`src/rtl/hline_irq_pkg.sv`:
```
package hline_irq_pkg;

    localparam int COUNT_W = 8;

    typedef enum logic [0:0] {
        SEL_LINES = 1'b0,
        SEL_CTRL  = 1'b1
    } reg_sel_e;

    typedef struct packed {
        logic hb_rise;
        logic hb_fall;
        logic vb_fall;
    } blank_edges_t;

    typedef struct packed {
        logic [COUNT_W-1:0] lines;
        logic               vb_en;
    } reg_file_t;

    function automatic logic line_gated(input logic vblank, input logic vb_en);
        return vblank && !vb_en;
    endfunction

endpackage

```
`src/rtl/hline_edge_detect.sv`:
```
module hline_edge_detect
    import hline_irq_pkg::*;
(
    input  logic         clk,
    input  logic         rst,
    input  logic         hblank,
    input  logic         vblank,
    output blank_edges_t edges
);
    logic hb_d;
    logic vb_d;

    always_ff @(posedge clk) begin
        if (rst) begin
            hb_d <= 1'b0;
            vb_d <= 1'b0;
        end else begin
            hb_d <= hblank;
            vb_d <= vblank;
        end
    end

    always_comb begin
        edges.hb_rise = hblank && !hb_d;
        edges.hb_fall = !hblank && hb_d;
        edges.vb_fall = !vblank && vb_d;
    end

endmodule

```
`src/rtl/hline_regs.sv`:
```
module hline_regs
    import hline_irq_pkg::*;
(
    input  logic               clk,
    input  logic               rst,
    input  logic               wr_en,
    input  reg_sel_e           wr_sel,
    input  logic [COUNT_W-1:0] wr_data,
    output reg_file_t          regs
);
    always_ff @(posedge clk) begin
        if (rst) begin
            regs.lines <= '0;
            regs.vb_en <= 1'b0;
        end else if (wr_en) begin
            case (wr_sel)
                SEL_LINES: regs.lines <= wr_data;
                SEL_CTRL:  regs.vb_en <= wr_data[0];
                default:   ;
            endcase
        end
    end

    // the holding register captures the written value on the next edge
    p_count_write_r4: assert property (@(posedge clk) disable iff (rst)
        (wr_en && wr_sel == SEL_LINES) |=> (regs.lines == $past(wr_data)));

endmodule

```
`src/rtl/hline_counter.sv`:
```
module hline_counter
    import hline_irq_pkg::*;
(
    input  logic         clk,
    input  logic         rst,
    input  blank_edges_t edges,
    input  logic         vblank,
    input  reg_file_t    regs,
    output logic         fire
);
    logic [COUNT_W-1:0] cnt_q;
    logic               armed_q;
    logic               gated;
    logic               vb_reload;

    assign gated     = line_gated(vblank, regs.vb_en);
    assign vb_reload = edges.vb_fall && !regs.vb_en;
    assign fire      = edges.hb_rise && !gated && (cnt_q == '0);

    always_ff @(posedge clk) begin
        if (rst) begin
            cnt_q   <= '0;
            armed_q <= 1'b0;
        end else if (vb_reload) begin
            cnt_q   <= regs.lines;
            armed_q <= 1'b0;
        end else if (edges.hb_fall && armed_q) begin
            cnt_q   <= regs.lines;
            armed_q <= 1'b0;
        end else if (edges.hb_rise && !gated) begin
            if (cnt_q == '0) armed_q <= 1'b1;
            else             cnt_q   <= cnt_q - COUNT_W'(1);
        end
    end

    // the count is frozen while gated, apart from a blank-end reload
    p_hold_gated_r6: assert property (@(posedge clk) disable iff (rst)
        (vblank && !regs.vb_en && !edges.hb_fall) |=> $stable(cnt_q));

    // the end of vertical blank reloads from the holding register
    p_vb_reload_r6: assert property (@(posedge clk) disable iff (rst)
        (edges.vb_fall && !regs.vb_en) |=> (cnt_q == $past(regs.lines)));

endmodule

```
`src/rtl/hline_irq.sv`:
```
module hline_irq
    import hline_irq_pkg::*;
#(
    parameter int NUM_CPU = 2
) (
    input  logic               clk,
    input  logic               rst,
    input  logic               hblank,
    input  logic               vblank,
    input  logic               wr_en,
    input  logic               wr_sel,
    input  logic [COUNT_W-1:0] wr_data,
    output logic [NUM_CPU-1:0] irq_pulse
);
    blank_edges_t edges;
    reg_file_t    regs;
    logic         fire;

    hline_edge_detect u_edges (
        .clk    (clk),
        .rst    (rst),
        .hblank (hblank),
        .vblank (vblank),
        .edges  (edges)
    );

    hline_regs u_regs (
        .clk     (clk),
        .rst     (rst),
        .wr_en   (wr_en),
        .wr_sel  (reg_sel_e'(wr_sel)),
        .wr_data (wr_data),
        .regs    (regs)
    );

    hline_counter u_counter (
        .clk    (clk),
        .rst    (rst),
        .edges  (edges),
        .vblank (vblank),
        .regs   (regs),
        .fire   (fire)
    );

    for (genvar g = 0; g < NUM_CPU; g++) begin : g_cpu
        always_ff @(posedge clk) begin
            if (rst) irq_pulse[g] <= 1'b0;
            else     irq_pulse[g] <= fire;
        end
    end

    // a pulse never lasts more than one cycle
    p_pulse_single_r8: assert property (@(posedge clk) disable iff (rst)
        irq_pulse[0] |=> !irq_pulse[0]);

    // a pulse is always preceded by a fresh rising edge of horizontal blank
    p_pulse_needs_rise_r9: assert property (@(posedge clk) disable iff (rst)
        irq_pulse[0] |-> $past(edges.hb_rise));

    // no pulse follows a gated cycle
    p_no_fire_gated_r6: assert property (@(posedge clk) disable iff (rst)
        (vblank && !regs.vb_en) |=> !irq_pulse[0]);

endmodule

```
`config.mk`:
```
export PLATFORM = sky130hd
export DESIGN_NAME = hline_irq
export DESIGN_NICKNAME = d
export VERILOG_FILES = /design/src/rtl/hline_irq_pkg.sv /design/src/rtl/hline_edge_detect.sv /design/src/rtl/hline_regs.sv /design/src/rtl/hline_counter.sv /design/src/rtl/hline_irq.sv
export SDC_FILE = /design/constraint.sdc
export NUM_CORES = 1
export LEC_CHECK = 0
export CAP_MARGIN = 0
export CORE_UTILIZATION = 40
export CTS_BUF_LIST = sky130_fd_sc_hd__clkbuf_8
export DETAILED_ROUTE_END_ITERATION = 8
export PLACE_DENSITY = 0.6
export SLEW_MARGIN = 20
export SYNTH_ARGS = -nofsm -noshare
export SYNTH_HDL_FRONTEND = slang
export SYNTH_SLANG_ARGS = --single-unit
```
`constraint.sdc`:
```
create_clock -name clk -period 2.1 [get_ports clk]
set_clock_uncertainty 0.2 [all_clocks]
set_input_delay 0.21 -clock clk [delete_from_list [all_inputs] [get_ports clk]]
set_output_delay 0.21 -clock clk [all_outputs]
set_load 0.01 [all_outputs]
```
==> results.toml, run 1 <==
[floorplan]
die_w_um = 51.1
start_util_pct = 42.8
rows = 17
core-area_sq_um = 2250
fp.dieH_um = 51.1
pin_count = 16
dieArea_sq_um = 2620

[status]
status = "completed"

[finish]
area_growth_pct = 28.1
nets = 146
antennaDiodeCount = 0
fin_util_pct = 54.9
layout-drive-gt1-share_pct = 12.3

[grt]
antenna_found_initial = 0
grt_pass1_vias = 827
grt_pass1_wl_mm = 3.51
grt_max_degree = 17
grt_overflow = 0
grt.total_usage_pct = 18.5

[power]
p_sw_uw = 275
switching_share_pct = 28.7
leakage_uw = 0.000478
total_power_uw = 959
seqPwrFrac_pct = 47.9
ir_drop_v = 0.000440
p_int_uw = 684
powerDensity_nw_per_um2 = 775
comb_power_share_pct = 24.0
p_clk_share_pct = 28.1

[yosys]
synth_fp_nets = 124
ys_seq_elements = 21
synth.distinct_cells = 36
syn-instance-count = 109
seq_area_frac_synth_pct = 43.5
postSynthAreaPerCell_sq_um = 8.86
synth.cell_area_sq_um = 966
yosysWarnings = 0

[routing]
route.vias.total = 867
first_pass_iters = 6
initialDrtViolationCount = 15
wire_per_inst_um = 13.1
ant_nets = 0
drc = 0
wirelength_mm = 2.08
viasPerCell = 5.49

[setup_path]
path_class = "reg -> reg"
slowest_stage = "or3_2"
arrival_ns = 1.97
crit_fanout = 4
crit_chain = "inv_1, ha_1, or3b_4, o211ai_1, or3_2, a311oi_1"
end_kind = "register"
startpoint_type = "register"
required_ns = 2.08
crit_path_max_incr_delay_ns = 0.42

[sta]
fmax_mhz = 504
slew_violations = 0
setup_ws_ns = 0.114
hold_viol_final = 0
grt_setup_unrepaired = "no"
worstMarginPinSlew_ns = 0.429
fin_crit_ns = 1.99
fin_crit_sh_pct = 94.5
setup_tns_ns = 0
maxSlewHeadroom_pct = 71.1
finalSetupViolCount = 0

[clock_network]
htreeDepth = 1
path_clk_slew_ns = 0.08
cts_buffers = 3
cts.path.max_buffers = 2
cts-root-buf = "clkbuf_8"
clk_latency_ns = 0.26
tritoncts = "built"
cts_sinks = 21

[placed_design]
dp_hpwl_mm = 1.50
pre_cts_ws_ns = 0.0259
gp_congestion = 0.898
port_buffers = 15

[worst_hold_path]
hold_path_class = "reg -> reg"

[run]
maxCapViolations = 0
==> cells in the final DEF (no fill, tap or decap), types with 3 or more instances in the layout <==
master,synthesis,layout
clkdlybuf4s50_1,0,15
o21ai_0,3,3
buf_4,1,7
mux2i_1,8,8
nor2_1,20,20
nand2b_1,3,3
a311oi_1,5,5
dfxtp_1,21,21
inv_1,4,4
clkbuf_8,0,3
nor2b_1,3,3
nand2_1,5,5
==> final cells by class <==
| cell class | count | area (sq um) |
|---|---|---|
| clock inverter | 1 | 5.00 |
| timing repair buffer | 22 | 203 |
| inverter | 4 | 15.0 |
| fill | 246 | 1020 |
| clock buffer | 3 | 41.3 |
| multi-input combinational | 79 | 518 |
| sequential | 21 | 420 |
| tap | 28 | 35.0 |
==> sequential cells by signal, summed over array words and instances (netlist names) <==
signal,count
u_edges.hb_d,1
u_counter.armed_q,1
u_counter.cnt_q,8
u_edges.vb_d,1
u_regs.regs,9
irq_pulse,1
==> routing by layer <==
metal | GRT usage, % | vias to the layer above | part of all wire [%]
li1 | - | 434 | -
met1 | 22.2 | 399 | 48
met2 | 29.2 | 30 | 45
met3 | 4.46 | 4 | 4.6
met4 | 12.0 | 0 | 2.2
met5 | 0 | - | 0
==> synthesized netlist by cell type (all sizes together) <==
master   instances  area share [%]
buf              1            0.78
nand2            5             1.9
nand3            2             1.0
a311oi           5             4.5
o32ai            1            0.91
nand4            1            0.65
or3              3             2.1
o2111ai          1            0.91
nor2            20             7.8
and2             1            0.65
or4              3             2.7
mux2i            8             8.3
nor3             2             1.0
dfxtp           21              44
a21oi            2             1.0
a22oi            1            0.78
nand2b           3             1.9
nor2b            3             1.9
ha               1             1.3
nand4b           1            0.91
or3b             1            0.91
o211a            1             1.0
o21ai            3             1.6
clkbuf           4             1.6
inv              4             1.6
o31ai            1            0.78
o211ai           1            0.78
xnor2            1            0.91
a32oi            1            0.91
xor2             1            0.91
nor3b            2             1.6
a211oi           2             1.6
or2              1            0.65
nor4             1            0.65
==> repair_timing <==
item	CTS	global route
endpoints found under the hold margin	0	0
gates resized for setup	0	2
setup buffers	0	1
hold buffers	0	0
endpoints found under the setup margin	0	2
==> metrics by stage <==
step                hold slack [ns]  instances  cell area, sq um
finish                        0.261        158              1240
global route                  0.290        158              1240
CTS                           0.263        157              1220
detailed placement            0.248        153              1170
global placement              0.251        153              1170
floorplan                     0.138        109               966
==> critical path: cells and delay by family, from the launching register on <==
| kind | cells | cell delay (ns) |
|---|---|---|
| adder cells (fa/ha/maj) | 1 | 0.23 |
| buffers and inverters | 1 | 0.06 |
| AO/OA/AOI/OAI | 2 | 0.35 |
| AND/OR/NAND/NOR | 2 | 0.68 |
| flip-flops | 1 | 0.39 |
==> power groups by stage <==
stage / Clock, uW / Combinational [uW] / Sequential [uW]
final: 269 / 230 / 460
after global routing: 291 / 253 / 464
after CTS: 281 / 217 / 458
after detailed placement: 0 / 216 / 468
after global placement: 0 / 214 / 466
after floorplan: 0 / 151 / 460
==> cell families (layout without fill, tap and decap cells) <==
| group | after synthesis | count (layout) | synth area share, % |
|---|---|---|---|
| flops | 21 | 21 | 43.5 |
| fa+ha+maj | 1 | 1 | 1.30 |
| xor+xnor | 2 | 2 | 1.81 |
| mux | 8 | 8 | 8.29 |
| simple gates | 49 | 49 | 26.4 |
| compound gates | 19 | 19 | 14.8 |
| buf+inv | 9 | 30 | 3.89 |
==> final timing paths <==
kind | startpoint | endpoint | slack [ns] | cells after the start
max | u_counter.cnt_q[0] | u_counter.cnt_q[3] | 0.11 | 6
min | u_counter.armed_q | u_counter.armed_q | 0.26 | 2
max reg2reg | u_counter.cnt_q[0] | u_counter.cnt_q[3] | 0.11 | 6
min reg2reg | u_counter.armed_q | u_counter.armed_q | 0.26 | 2
Power figures use the tool's default switching activity.
==> inputs of run 2 (changes only) <==
--- a/config.mk
+++ b/config.mk
@@ -10,6 +10,7 @@
 export CTS_BUF_LIST = sky130_fd_sc_hd__clkbuf_8
 export DETAILED_ROUTE_END_ITERATION = 8
 export PLACE_DENSITY = 0.6
+export RECOVER_POWER = 50
 export SLEW_MARGIN = 20
 export SYNTH_ARGS = -nofsm -noshare
 export SYNTH_HDL_FRONTEND = slang
==> run 2 against run 1 <==
  * Final area down 0.61%
  * Total power shrank 0.17%
  * Setup slack hardly changed
  * First-iteration DRC count stayed put
  * Combinational power about the same
  * Maximum frequency about the same
  * Die area unchanged
  * Sequential share of layout area up 0.21 points
  * Routed wire length grew 0.14%
  * Clock power is essentially flat
  * Utilization is 0.33 points lower
  * Highest routed layer unchanged
  * Register-to-register slack about the same
==> results.toml, run 2 (synthesized netlist as in run 1, its figures left out) <==
[grt]
grt_pass1_vias = 827
grt_pass1_wl_mm = 3.51
grt_overflow = 0
antenna_found_initial = 0
grt_max_degree = 17
grt.total_usage_pct = 18.5

[floorplan]
core-area_sq_um = 2250
dieArea_sq_um = 2620
rows = 17
start_util_pct = 42.8
die_w_um = 51.1
pin_count = 16
fp.dieH_um = 51.1

[finish]
top_register = "u_regs.regs"
final_cell_mix = "dfxtp_1, nor2_1, clkdlybuf4s50_1"
largest_reg_flops = 9
top_regs = "u_regs.regs: 9 flops, u_counter.cnt_q: 8 flops"
area_growth_pct = 27.3
regArea_sq_um = 420
final_common_cell = "dfxtp_1"
layout-drive-gt1-share_pct = 10.8
multi_input_area_sq_um = 518
fin_util_pct = 54.6
filler_cell_count = 248
nets = 146
antennaDiodeCount = 0

[placed_design]
gp_congestion = 0.898
dp_hpwl_mm = 1.50
port_buffers = 15

[power]
ir_drop_v = 0.000440
leakage_uw = 0.000471
powerDensity_nw_per_um2 = 778

[setup_path]
r2r-start = "u_counter.cnt_q[0]"
path_class = "reg -> reg"
end_kind = "register"
startpoint_type = "register"
rr_endpoint = "u_counter.cnt_q[3]"
r2r_setup_slack_ns = 0.11
reg2reg_depth = 6
crit_path_start = "u_counter.cnt_q[0]"
crit_end = "u_counter.cnt_q[3]"
required_ns = 2.08
arrival_ns = 1.97
crit_fanout = 4

[clock_network]
cts_sinks = 21
hold_buffers = 0
htreeDepth = 1
path_clk_slew_ns = 0.08
cts.path.max_buffers = 2
cts_buffers = 3
cts-root-buf = "clkbuf_8"
tritoncts = "built"
clk_latency_ns = 0.26

[routing]
initialDrtViolationCount = 15
wirelength_mm = 2.08
ant_nets = 0
viasPerCell = 5.50
wire_per_inst_um = 13.2
route.vias.total = 869
first_pass_iters = 6
drc = 0

[sta]
fmax_mhz = 504
worstMarginPinSlew_ns = 0.530
setup_tns_ns = 0
hold_viol_final = 0
fin_crit_ns = 1.99
slew_violations = 0
maxSlewHeadroom_pct = 64.7
finalSetupViolCount = 0
grt_setup_unrepaired = "no"
fin_crit_sh_pct = 94.6

[status]
status = "completed"

[worst_hold_path]
hold_path_class = "reg -> reg"

[run]
maxCapViolations = 0
==> run 2: worst min-delay path by stage <==
stage	from	end	cells past startpoint
after floorplan	vblank	u_edges.vb_d	1
after global placement	u_counter.armed_q	u_counter.armed_q	2
after detailed placement	u_counter.armed_q	u_counter.armed_q	2
after CTS	u_counter.armed_q	u_counter.armed_q	2
after global routing	u_counter.armed_q	u_counter.armed_q	2
final	u_counter.armed_q	u_counter.armed_q	2
==> run 2: layout make-up <==
class	instances	share of cell area, %
repair buffers	22	15.9
clock buffers	3	3.36
well taps	28	2.85
multi-input cells	79	42.1
inverters	4	1.22
clock inverters	1	0.407
flip-flops and latches	21	34.2
==> run 2: metal layers <==
layer	wire length (um)	GRT usage, %
met3	96	4.46
met2	942	29.2
met5	0	0
met4	46	12.0
met1	993	22.2
==> run 2: repair_timing <==
| action | in CTS | in global routing |
|---|---|---|
| setup buffers | 0 | 1 |
| setup endpoints to repair | 0 | 2 |
| gates resized for setup | 0 | 2 |
==> run 2: through the flow <==
stage                     power, uW  hold slack, ns  instances  setup slack (ns)  instance area, sq um
after global placement          680           0.251        153            0.0641                  1170
after detailed placement        684           0.248        153            0.0259                  1170
after global routing           1000           0.290        158           0.00907                  1230
after CTS                       957           0.263        157            0.0458                  1220
final                           957           0.261        158             0.114                  1230
after floorplan                 612           0.138        109             0.190                   966
==> run 2: where the power goes <==
group          total (uW)  switching (uW)  leakage (uW)  internal [uW]
clock network         270             138     0.0000255            132
registers             460            30.2      0.000172            430
logic                 227             108      0.000273            119
==> run 2: worst max-delay path, cell delays in order (launching register included) <==
cell and delay [ns]:
dfxtp_1 0.39, inv_1 0.06, ha_1 0.23, or3b_4 0.26
o211ai_1 0.10, or3_2 0.42, a311oi_1 0.25
